### src/rtl/kwd_pkg.sv
package kwd_pkg;

    localparam int BUS_W      = 32;
    localparam int BIT_RST_EN = 0;
    localparam int BIT_CNT_EN = 2;

    typedef enum logic [1:0] {
        SEL_UNLOCK = 2'd0,
        SEL_LOAD   = 2'd1,
        SEL_CTRL   = 2'd2,
        SEL_NONE   = 2'd3
    } reg_sel_e;

    typedef struct packed {
        logic cnt_en;
        logic rst_en;
    } ctrl_t;

    function automatic reg_sel_e decode_sel(input logic [1:0] a);
        case (a)
            2'd0:    return SEL_UNLOCK;
            2'd1:    return SEL_LOAD;
            2'd2:    return SEL_CTRL;
            default: return SEL_NONE;
        endcase
    endfunction

    function automatic ctrl_t ctrl_from_word(input logic [BUS_W-1:0] w);
        ctrl_t c;
        c.cnt_en = w[BIT_CNT_EN];
        c.rst_en = w[BIT_RST_EN];
        return c;
    endfunction

    function automatic logic [BUS_W-1:0] ctrl_to_word(input ctrl_t c);
        logic [BUS_W-1:0] w;
        w = '0;
        w[BIT_CNT_EN] = c.cnt_en;
        w[BIT_RST_EN] = c.rst_en;
        return w;
    endfunction

endpackage

### src/rtl/kwd_lock.sv
module kwd_lock
    import kwd_pkg::*;
#(
    parameter logic [BUS_W-1:0] KEY_VAL = 32'h0000_482E
) (
    input  logic             clk,
    input  logic             rst,
    input  logic             clr,
    input  logic             key_wr,
    input  logic [BUS_W-1:0] wdata,
    output logic             unlocked
);

    always_ff @(posedge clk) begin
        if (rst || clr) begin
            unlocked <= 1'b0;
        end else if (key_wr) begin
            unlocked <= (wdata == KEY_VAL);
        end
    end

    // a locked block stays locked until a key write arrives
    a_r2_stay_locked: assert property (@(posedge clk) disable iff (rst)
        (!unlocked && !key_wr) |=> !unlocked);

    // a wrong word relocks
    a_r2_wrong_key_locks: assert property (@(posedge clk) disable iff (rst)
        (key_wr && wdata != KEY_VAL) |=> !unlocked);

endmodule

### src/rtl/kwd_counter.sv
module kwd_counter #(
    parameter int CNT_W = 32
) (
    input  logic             clk,
    input  logic             rst,
    input  logic             clr,
    input  logic             load,
    input  logic [CNT_W-1:0] load_val,
    input  logic             run,
    output logic [CNT_W-1:0] count,
    output logic             at_zero
);

    always_ff @(posedge clk) begin
        if (rst || clr) begin
            count <= '0;
        end else if (load) begin
            count <= load_val;
        end else if (run && count != '0) begin
            count <= count - CNT_W'(1);
        end
    end

    assign at_zero = (count == '0);

    // one step down per running cycle
    a_r5_decrement: assert property (@(posedge clk) disable iff (rst)
        (run && !load && !clr && count != '0) |=> (count == $past(count) - CNT_W'(1)));

    // counter holds when not running
    a_r6_hold: assert property (@(posedge clk) disable iff (rst)
        (!run && !load && !clr) |=> $stable(count));

endmodule

### src/rtl/kwd_pulse.sv
module kwd_pulse #(
    parameter int PULSE_LEN = 4
) (
    input  logic clk,
    input  logic rst,
    input  logic fire,
    output logic active,
    output logic done
);

    localparam int PW = $clog2(PULSE_LEN + 1);

    logic [PW-1:0] left;

    always_ff @(posedge clk) begin
        if (rst) begin
            left <= '0;
        end else if (left != '0) begin
            left <= left - PW'(1);
        end else if (fire) begin
            left <= PW'(PULSE_LEN);
        end
    end

    assign active = (left != '0);
    assign done   = (left == PW'(1));

    // a trigger while idle starts the pulse on the next edge
    a_r7_start: assert property (@(posedge clk) disable iff (rst)
        (fire && !active) |=> active);

    // the pulse does not end before its last cycle
    a_r9_hold_high: assert property (@(posedge clk) disable iff (rst)
        (active && !done) |=> active);

endmodule

### src/rtl/keyed_wdt.sv
module keyed_wdt
    import kwd_pkg::*;
#(
    parameter int               CNT_W     = 32,
    parameter int               PULSE_LEN = 4,
    parameter logic [BUS_W-1:0] KEY_VAL   = 32'h0000_482E
) (
    input  logic             clk,
    input  logic             rst,
    input  logic             bus_we,
    input  logic [1:0]       bus_addr,
    input  logic [BUS_W-1:0] bus_wdata,
    output logic [BUS_W-1:0] bus_rdata,
    output logic             wdt_rst_o
);

    reg_sel_e         sel;
    logic             unlocked;
    logic             pulse_active;
    logic             pulse_done;
    logic             key_wr;
    logic             prot_wr;
    logic             load;
    logic             ctrl_wr;
    logic             at_zero;
    logic             terminal;
    logic [CNT_W-1:0] count;
    ctrl_t            ctrl;

    assign sel     = decode_sel(bus_addr);
    assign key_wr  = bus_we && !pulse_active && (sel == SEL_UNLOCK);
    assign prot_wr = bus_we && !pulse_active && unlocked;
    assign load    = prot_wr && (sel == SEL_LOAD);
    assign ctrl_wr = prot_wr && (sel == SEL_CTRL);

    kwd_lock #(.KEY_VAL(KEY_VAL)) lock_i (
        .clk      (clk),
        .rst      (rst),
        .clr      (pulse_done),
        .key_wr   (key_wr),
        .wdata    (bus_wdata),
        .unlocked (unlocked)
    );

    always_ff @(posedge clk) begin
        if (rst || pulse_done) begin
            ctrl <= '0;
        end else if (ctrl_wr) begin
            ctrl <= ctrl_from_word(bus_wdata);
        end
    end

    kwd_counter #(.CNT_W(CNT_W)) cnt_i (
        .clk      (clk),
        .rst      (rst),
        .clr      (pulse_done),
        .load     (load),
        .load_val (bus_wdata[CNT_W-1:0]),
        .run      (ctrl.cnt_en && !pulse_active),
        .count    (count),
        .at_zero  (at_zero)
    );

    assign terminal = ctrl.cnt_en && ctrl.rst_en && at_zero;

    kwd_pulse #(.PULSE_LEN(PULSE_LEN)) pulse_i (
        .clk    (clk),
        .rst    (rst),
        .fire   (terminal),
        .active (pulse_active),
        .done   (pulse_done)
    );

    assign wdt_rst_o = pulse_active;

    always_comb begin
        case (sel)
            SEL_UNLOCK: bus_rdata = {{(BUS_W-1){1'b0}}, unlocked};
            SEL_LOAD:   bus_rdata = BUS_W'(count);
            SEL_CTRL:   bus_rdata = ctrl_to_word(ctrl);
            default:    bus_rdata = '0;
        endcase
    end

    // locked control writes change nothing
    a_r3_locked_ctrl: assert property (@(posedge clk) disable iff (rst)
        (bus_we && !unlocked && sel == SEL_CTRL && !pulse_done) |=> (ctrl == $past(ctrl)));

    // locked load writes do not reload
    a_r3_locked_load: assert property (@(posedge clk) disable iff (rst)
        (bus_we && !unlocked && sel == SEL_LOAD && !ctrl.cnt_en && !pulse_done) |=> $stable(count));

    // terminal state gives the reset pulse on the next edge
    a_r7_fire: assert property (@(posedge clk) disable iff (rst)
        (terminal && !wdt_rst_o) |=> wdt_rst_o);

    // no pulse starts unless both enables were set
    a_r8_no_fire: assert property (@(posedge clk) disable iff (rst)
        (!wdt_rst_o && !(ctrl.cnt_en && ctrl.rst_en)) |=> !wdt_rst_o);

    // the end of the pulse leaves everything cleared
    a_r10_cleared: assert property (@(posedge clk) disable iff (rst)
        $fell(wdt_rst_o) |-> (!unlocked && at_zero && ctrl == '0));

endmodule

### config.mk
export PLATFORM = sky130hd
export DESIGN_NAME = keyed_wdt
export DESIGN_NICKNAME = d
export VERILOG_FILES = /design/src/rtl/kwd_pkg.sv /design/src/rtl/kwd_lock.sv /design/src/rtl/kwd_counter.sv /design/src/rtl/kwd_pulse.sv /design/src/rtl/keyed_wdt.sv
export SDC_FILE = /design/constraint.sdc
export NUM_CORES = 1
export LEC_CHECK = 0
export ABC_AREA = 1
export CORE_ASPECT_RATIO = 0.9
export CORE_UTILIZATION = 35
export DETAILED_ROUTE_END_ITERATION = 10
export DONT_BUFFER_PORTS = 1
export SLEW_MARGIN = 10
export SYNTH_ARGS = -nofsm -noshare
export SYNTH_HDL_FRONTEND = slang
export SYNTH_HIERARCHICAL = 1
export SYNTH_SLANG_ARGS = --single-unit
### constraint.sdc
create_clock -name clk -period 1.79 [get_ports clk]
set_clock_uncertainty 0.05 [all_clocks]
set_input_delay 0.358 -clock clk [delete_from_list [all_inputs] [get_ports clk]]
set_output_delay 0.358 -clock clk [all_outputs]
set_load 0.01 [all_outputs]
==> flow_summary.yaml, run 1 <==
power:
  ir_worst_vdd_uv: 274
  power_density_nw_per_um2: 560
  leakage_nw: 2.06
place:
  port_buffers: 0
  dpl.hpwl_mm: 8.14
  place_ws_ns: -0.0344
  place_congestion: 0.858
  post-place-cells: 765
  dpl-instance-area_sq_um: 3880
cts:
  cts_hold_buf: 0
  insertion_delay_ns: 0.30
  cts_sinks: 38
  htree_levels: 2
  cts_buffers: 5
  cts_setup_buffers: 0
  cts_tree: "built"
  cts_root_buf: "clkbuf_8"
  clock_path_buffers: 2
  clk_pin_slew_worst_paths_ns: 0.08
critical_path:
  worstPathCellList: "nor2_1, nand2_1, nor2_4, nand2_4, o21ai_4, nand2_4, buf_4, o21ai_0, a21oi_1"
  cp.depth: 9
  arrival_ns: 1.88
  rr_worst_depth: 9
  cpMostUsedCell: "nand2_4"
  cp.required_ns: 1.93
  path_delay_family: "simple AND/OR/NAND/NOR gates"
  cp-startpoint: "cnt_i/count[6]"
  r2r_start: "cnt_i/count[6]"
  crit_slowest_cell: "dfxtp_1"
  start_kind: "register"
  cp-end-kind: "register"
  r2r_slack_ns: 0.06
  cp_max_fo: 9
  rr_endpoint: "cnt_i/count[4]"
  worst-setup-path-type: "reg2reg"
  cp.buffers_inverters: 1
  critPathMaxStageDelay_ns: 0.34
routing:
  drcViolationCount: 0
  wire_per_inst_um: 13.3
  ant_nets: 0
  vias_per_cell: 4.83
  routed_wl_mm: 10.3
  drtIter0Drc: 249
  dr.pass1.iters: 5
  vias: 3731
yosys:
  ys_seq_elements: 38
  synth_most_common_cell: "nor2_1"
  yosys_warnings: 6
  synthFlopType: "dfxtp_1"
  synth-edff-count: 0
  synthArstFlopShare_pct: 0
  yosys.area.top_type_share_pct: 24.1
  syn-num-nets: 611
  synth_area_leaders: "dfxtp_1, nor2_1, nand2_1, nand3_1, inv_1"
  synthCells: 573
  syn_area_sq_um: 3160
  yosys-top-cells-count: "nor2_1, nand2_1, inv_1"
  synth_top_cell_by_area: "dfxtp_1"
  seq_area_frac_synth_pct: 24.1
  ys_types: 37
  avgSynthCellArea_sq_um: 5.51
sta:
  worstMarginPinSlew_ns: 0.402
  slew-limit-headroom_pct: 72.9
  worst_slack_ns: 0.0561
  setup_tns_ns: 0
  fmax_mhz: 577
  hold_violations: 0
  drv_slew: 0
  fin_crit_ns: 1.73
  finalCritPeriodShare_pct: 96.9
  setup_violations: 0
  rsz0062_at_grt: "true"
layout:
  fillCellCount: 943
  drive_gt1_share_pct: 24.0
  fin_util_pct: 47.8
  multi_input_area_sq_um: 2150
  seqCellArea_sq_um: 761
  fin_area_sq_um: 4140
  area.growth.synth_to_final_pct: 31.0
  final_cells: 773
  n_antenna_cell: 0
  final_nets: 691
hold_path:
  hold_path_class: "in2reg"
  min_path_cells: 1
  holdPathEnd: "pulse_i/left[1]"
  min-delay-start: "rst"
die:
  die_y_um: 92.1
  core_area_sq_um: 8650
  ios: 70
  initial_core_util_pct: 36.5
  die_x_um: 102
  fp.dieArea_sq_um: 9410
  rows: 32
grt:
  grt_pass1_vias: 3485
  grt_overflow: 0
  antenna_found_initial: 0
  grt_first_pass_wirelength_mm: 16.5
  grt_usage_pct: 22.6
  grt_start_max_net_pins: 28
status:
  outcome: "finished, final reports clean"
run:
  cap_violations: 0
cell families after synthesis:
family,synth area share [%]
AO/OA/AOI/OAI,7.13
multiplexers,0.634
flip-flops,24.1
buffers and inverters,11.8
adder cells (fa/ha/maj),0.396
XOR/XNOR,3.05
AND/OR/NAND/NOR,52.9
layout by cell type, fill, tap and decap left out, types with 2 or more instances in the layout:
master	n
a21oi_1	7
buf_12	2
buf_4	83
buf_6	3
clkbuf_8	8
dfxtp_1	38
inv_1	63
mux2i_1	2
nand2_1	135
nand2_2	6
nand2_4	2
nand3_1	48
nand4_1	3
nor2_1	158
nor2_2	25
nor2_4	8
nor3_1	4
nor3_2	6
o21ai_0	10
o21ai_1	12
o21ai_2	2
o21bai_1	3
or2_2	4
xnor2_1	2
xor2_1	9
metrics by stage:
stage	hold WS, ns	power (mW)
after global routing	0.0640	2.43
final	0.0677	2.32
after detailed placement	0.386	1.55
after floorplan	0.377	1.35
after CTS	0.0622	2.28
after global placement	0.381	1.54
cell type report:
type / instances / area share [%]
Clock buffer: 8 / 2.66
Inverter: 66 / 6.08
Multi-Input combinational cell: 453 / 52.1
Sequential cell: 38 / 18.4
Tap cell: 119 / 3.60
Timing Repair Buffer: 89 / 17.2
how the worst max path moves through the flow:
stage / slack (ns) / to
2_1_floorplan: 0.04 / cnt_i/count[28]
3_3_place_gp: -0.01 / cnt_i/count[26]
3_5_place_dp: -0.03 / cnt_i/count[16]
4_1_cts: -0.006 / cnt_i/count[15]
5_1_grt: -0.04 / cnt_i/count[4]
6_report: 0.06 / cnt_i/count[4]
what timing repair did:
action | CTS | global route
resized for setup | 4 | 46
setup endpoints to repair | 7 | 33
pin swaps | 0 | 5
power breakdown:
part | leakage, nW | internal (mW) | total (mW) | switching [mW]
registers | 0.307 | 0.858 | 0.869 | 0.0110
clock network | 0.0575 | 0.390 | 0.725 | 0.335
logic | 1.69 | 0.290 | 0.724 | 0.435
sequential cells by signal, summed over array words and instances (netlist names):
signal	count
ctrl	2
pulse_i/left	3
cnt_i/count	32
lock_i/unlocked	1
layer usage:
| metal | share of wire, % | track usage [%] | vias up |
|---|---|---|---|
| met5 | 0 | 0 | - |
| met4 | 1.6 | 5.36 | 0 |
| met3 | 5.9 | 3.58 | 14 |
| met2 | 45 | 35.7 | 112 |
| met1 | 48 | 31.8 | 1678 |
| li1 | - | - | 1927 |
(Power assumes the default switching activity.)
==> inputs of run 2 (changes only) <==
Settings changed: REMOVE_ABC_BUFFERS set to 1.
==> flow_summary.yaml, run 2 (synthesis results as in run 1) <==
routing:
  wire_per_inst_um: 13.5
  drcViolationCount: 0
  vias: 3791
  drtIter0Drc: 173
  vias_per_cell: 4.89
  dr.pass1.iters: 5
  ant_nets: 0
  routed_wl_mm: 10.5
place:
  dpl.hpwl_mm: 8.15
  dpl-instance-area_sq_um: 3860
  port_buffers: 0
  place_congestion: 0.937
layout:
  top_register: "cnt_i/count"
  fin_util_pct: 48.1
  multi_input_area_sq_um: 2130
  seqCellArea_sq_um: 766
  largest_register_ffs: 32
  top_regs: "cnt_i/count: 32 flops, pulse_i/left: 3 flops, ctrl: 2 flops"
  layout_commonest_cell: "nor2_1"
  area.growth.synth_to_final_pct: 31.6
  fillCellCount: 955
  drive_gt1_share_pct: 24.4
  final_nets: 694
  n_antenna_cell: 0
  fin_area_sq_um: 4160
  final_cell_mix: "nor2_1, nand2_1, buf_4"
sta:
  fin_crit_ns: 1.69
  drv_slew: 0
  hold_violations: 0
  finalCritPeriodShare_pct: 94.3
  setup_violations: 0
  fmax_mhz: 592
  worstMarginPinSlew_ns: 0.404
  slew-limit-headroom_pct: 72.8
power:
  p_comb_share_pct: 30.4
  p_clk_share_pct: 32.1
  leakage_nw: 2.05
  swShare_pct: 33.0
  p_int_mw: 1.56
  power_density_nw_per_um2: 559
  ir_worst_vdd_uv: 320
  pwr-share-seq_pct: 37.5
  power.switching_mw: 0.767
  finalPower_mw: 2.32
die:
  core_area_sq_um: 8650
  fp.dieArea_sq_um: 9410
  ios: 70
  initial_core_util_pct: 36.5
  rows: 32
  die_x_um: 102
  die_y_um: 92.1
critical_path:
  cp-end-kind: "register"
  cp.required_ns: 1.93
  cp.buffers_inverters: 1
  worstPathCellList: "nor2_2, nand2_1, nor2_2, nand2_2, o21ai_4, nand2_4, buf_12, o21ai_0, a21oi_1"
  crit_slowest_cell: "dfxtp_1"
  start_kind: "register"
  arrival_ns: 1.83
  critPathMaxStageDelay_ns: 0.33
  cp_max_fo: 23
  worst-setup-path-type: "reg2reg"
  cpMostUsedCell: "nor2_2"
  path_delay_family: "simple AND/OR/NAND/NOR gates"
status:
  outcome: "finished, final reports clean"
grt:
  grt_first_pass_wirelength_mm: 16.6
  grt_start_max_net_pins: 25
  grt_usage_pct: 22.7
  grt_pass1_vias: 3601
  antenna_found_initial: 0
  grt_overflow: 0
run:
  cap_violations: 0
cts:
  cts_tree: "built"
  insertion_delay_ns: 0.29
  clk_pin_slew_worst_paths_ns: 0.08
  cts_buffers: 5
  htree_levels: 2
  cts_hold_buf: 0
  cts_root_buf: "clkbuf_8"
  clock_path_buffers: 2
  cts_sinks: 38
hold_path:
  hold_path_class: "in2reg"
[run 2: cell types whose count changed in the layout (fill, tap and decap cells not counted), sizes merged]
cell,before,now
bufinv,0,1
buf,89,91
[run 2: power groups by stage]
| stage | clock network, mW | logic, mW | registers, mW |
|---|---|---|---|
| 2_1_floorplan | 0 | 0.445 | 0.891 |
| 3_3_place_gp | 0 | 0.649 | 0.888 |
| 3_5_place_dp | 0 | 0.656 | 0.889 |
| 4_1_cts | 0.768 | 0.660 | 0.869 |
| 5_1_grt | 0.794 | 0.794 | 0.873 |
| 6_report | 0.746 | 0.707 | 0.871 |
[run 2: final cells by class]
| class | count | share of cell area [%] |
|---|---|---|
| sequential | 38 | 18.4 |
| tap | 119 | 3.58 |
| clock inverter | 1 | 0.722 |
| clock buffer | 7 | 1.84 |
| timing repair buffer | 92 | 18.1 |
| inverter | 66 | 5.99 |
| multi-input combinational | 453 | 51.4 |
[run 2: through the flow]
step / hold WS (ns) / std cells / setup TNS, ns / worst slack (ns)
finish: 0.0768 / 776 / 0 / 0.101
global route: 0.0701 / 776 / -0.0257 / -0.00956
CTS: 0.0682 / 771 / 0 / 0.00756
detailed placement: 0.380 / 763 / 0 / 0.0145
global placement: 0.380 / 763 / 0 / 0.0598
floorplan: 0.377 / 557 / -62.24 / -2.07
[run 2: repair_timing]
| action | in CTS | in global routing |
|---|---|---|
| hold endpoints to repair | 0 | 0 |
| resized for setup | 0 | 48 |
| buffers inserted | 0 | 4 |
| setup endpoints to repair | 0 | 33 |
[run 2: metal layers]
layer / share of wire [%] / wire [um] / global-route usage (%)
met1: 46 / 4780 / 29.5
met2: 46 / 4810 / 38.6
met3: 7.0 / 729 / 3.73
met4: 1.3 / 131 / 5.24
met5: 0 / 0 / 0
[run 2: worst paths after layout]
| check | from | to | slack, ns | depth (start not counted) |
|---|---|---|---|---|
| worst max register to register | cnt_i/count[22] | cnt_i/count[8] | 0.10 | 9 |
| worst min register to register | ctrl[1] | ctrl[1] | 0.44 | 2 |
| worst min-delay path | rst | pulse_i/left[1] | 0.08 | 1 |
| worst max-delay path | cnt_i/count[22] | cnt_i/count[8] | 0.10 | 9 |
[run 2: worst reg2reg max path, cell delays in order, from the launching register on]
cell     delay (ns)
dfxtp_1        0.33
nor2_2         0.15
nand2_1        0.13
nor2_2         0.14
nand2_2        0.10
o21ai_4        0.21
nand2_4        0.09
buf_12         0.16
o21ai_0        0.16
a21oi_1        0.06
==> inputs of run 3 (changes only) <==
Settings changed: CORE_UTILIZATION 35 to 30.
==> flow_summary.yaml, run 3 (synthesis results as in run 1) <==
status:
  outcome: "finished, final reports clean"
critical_path:
  r2r_slack_ns: 0.06
  r2r_start: "cnt_i/count[24]"
  rr_endpoint: "cnt_i/count[3]"
  cp.required_ns: 1.91
  rr_worst_depth: 9
  arrival_ns: 1.85
  cp_max_fo: 8
  worst-setup-path-type: "reg2reg"
  cp-end-kind: "register"
  start_kind: "register"
power:
  leakage_nw: 2.06
  power_density_nw_per_um2: 616
  ir_worst_vdd_uv: 349
place:
  dpl.hpwl_mm: 8.30
  port_buffers: 0
  place_ws_ns: -0.00497
  post-place-cells: 774
  place_congestion: 0.919
layout:
  multi_input_area_sq_um: 2120
  final_cell_mix: "nor2_1, nand2_1, buf_4"
  top_register: "cnt_i/count"
  layout_commonest_cell: "nor2_1"
  final_nets: 690
  seqCellArea_sq_um: 761
  fillCellCount: 1113
  n_antenna_cell: 0
  area.growth.synth_to_final_pct: 31.7
  drive_gt1_share_pct: 23.1
  final_cells: 782
  largest_register_ffs: 32
  top_regs: "cnt_i/count: 32 flops, pulse_i/left: 3 flops, ctrl: 2 flops"
sta:
  fmax_mhz: 579
  finalCritPeriodShare_pct: 96.5
  worstMarginPinSlew_ns: 0.384
  drv_slew: 0
  slew-limit-headroom_pct: 74.3
  worst_slack_ns: 0.0619
  fin_crit_ns: 1.73
  whs_ns: 0.0932
  hold_violations: 0
  setup_violations: 0
cts:
  cts_tree: "built"
  cts_setup_buffers: 0
  clk_pin_slew_worst_paths_ns: 0.06
  cts_root_buf: "clkbuf_16"
  htree_levels: 2
  cts_sinks: 38
  clock_path_buffers: 2
  insertion_delay_ns: 0.28
  cts_buffers: 5
routing:
  drcViolationCount: 0
  drtIter0Drc: 240
  wire_per_inst_um: 13.8
  ant_nets: 0
  vias_per_cell: 4.91
  routed_wl_mm: 10.8
  vias: 3841
  dr.pass1.iters: 5
hold_path:
  min_path_cells: 1
  holdPathEnd: "pulse_i/left[1]"
  min-delay-start: "rst"
  hold_path_class: "in2reg"
die:
  ios: 70
  fp.dieArea_sq_um: 10900
  initial_core_util_pct: 30.8
  core_area_sq_um: 10200
  die_x_um: 110
  rows: 35
  die_y_um: 99.3
grt:
  grt_usage_pct: 19.9
  grt_first_pass_wirelength_mm: 16.9
  grt_overflow: 0
  antenna_found_initial: 0
  grt_start_max_net_pins: 31
  grt_pass1_vias: 3688
run:
  cap_violations: 0
==> run 3: changes by cell type in the layout (fill, tap and decap cells not counted), sizes merged <==
cell	delta
buf	-3
bufinv	-1
clkinv	-1
inv	+1
==> run 3: what timing repair did <==
action                                  CTS  global route
resized for setup                         3            40
hold buffers                              0             0
pin swaps                                 0             6
endpoints found under the setup margin   12            32
==> run 3: report_power, final <==
| group | internal, mW | switching [mW] |
|---|---|---|
| clock | 0.631 | 0.356 |
| combinational | 0.274 | 0.432 |
| sequential | 0.859 | 0.0115 |
| total | 1.76 | 0.799 |
==> run 3: metrics by stage <==
| step | area, sq um | util [%] | power [mW] | setup TNS (ns) |
|---|---|---|---|---|
| final | 4160 | 40.6 | 2.56 | 0 |
| after global routing | 4160 | 40.6 | 2.71 | -0.357 |
| after CTS | 4050 | 39.5 | 2.54 | 0 |
| after detailed placement | 3870 | 37.8 | 1.55 | -0.0146 |
| after global placement | 3870 | 37.8 | 1.54 | 0 |
| after floorplan | 3030 | - | 1.34 | -62.24 |
==> run 3: worst max-delay path by stage <==
stage / depth (start not counted) / slack, ns / start / end
final: 9 / 0.06 / cnt_i/count[24] / cnt_i/count[3]
after global routing: 9 / -0.06 / cnt_i/count[20] / cnt_i/count[3]
after CTS: 12 / 0.008 / cnt_i/count[0] / cnt_i/count[20]
after detailed placement: 11 / -0.005 / pulse_i/left[2] / cnt_i/count[12]
after global placement: 11 / 0.04 / pulse_i/left[2] / cnt_i/count[28]
after floorplan: 8 / -2.07 / bus_addr[1] / cnt_i/count[10]
==> run 3: layer usage <==
metal | global-route usage, % | share of wire [%]
met5 | 0 | 0
met4 | 5.97 | 1.1
met3 | 4.06 | 7.0
met2 | 34.8 | 48
met1 | 24.3 | 44
==> run 3: cell type report <==
| cell class | instances | share of cell area, % |
|---|---|---|
| multi-input cells | 453 | 51.0 |
| flip-flops and latches | 38 | 18.3 |
| repair buffers | 88 | 16.7 |
| inverters | 66 | 6.08 |
| clock buffers | 8 | 4.00 |
| well taps | 129 | 3.88 |
==> run 3: critical path, cell delays in order (launching register included) <==
cell	delay (ns)
dfxtp_1	0.31
nor2_1	0.21
nand2_2	0.12
nor2_2	0.13
nand2_2	0.10
o21ai_4	0.20
nand2_4	0.12
buf_4	0.18
o21ai_0	0.14
a21oi_1	0.06
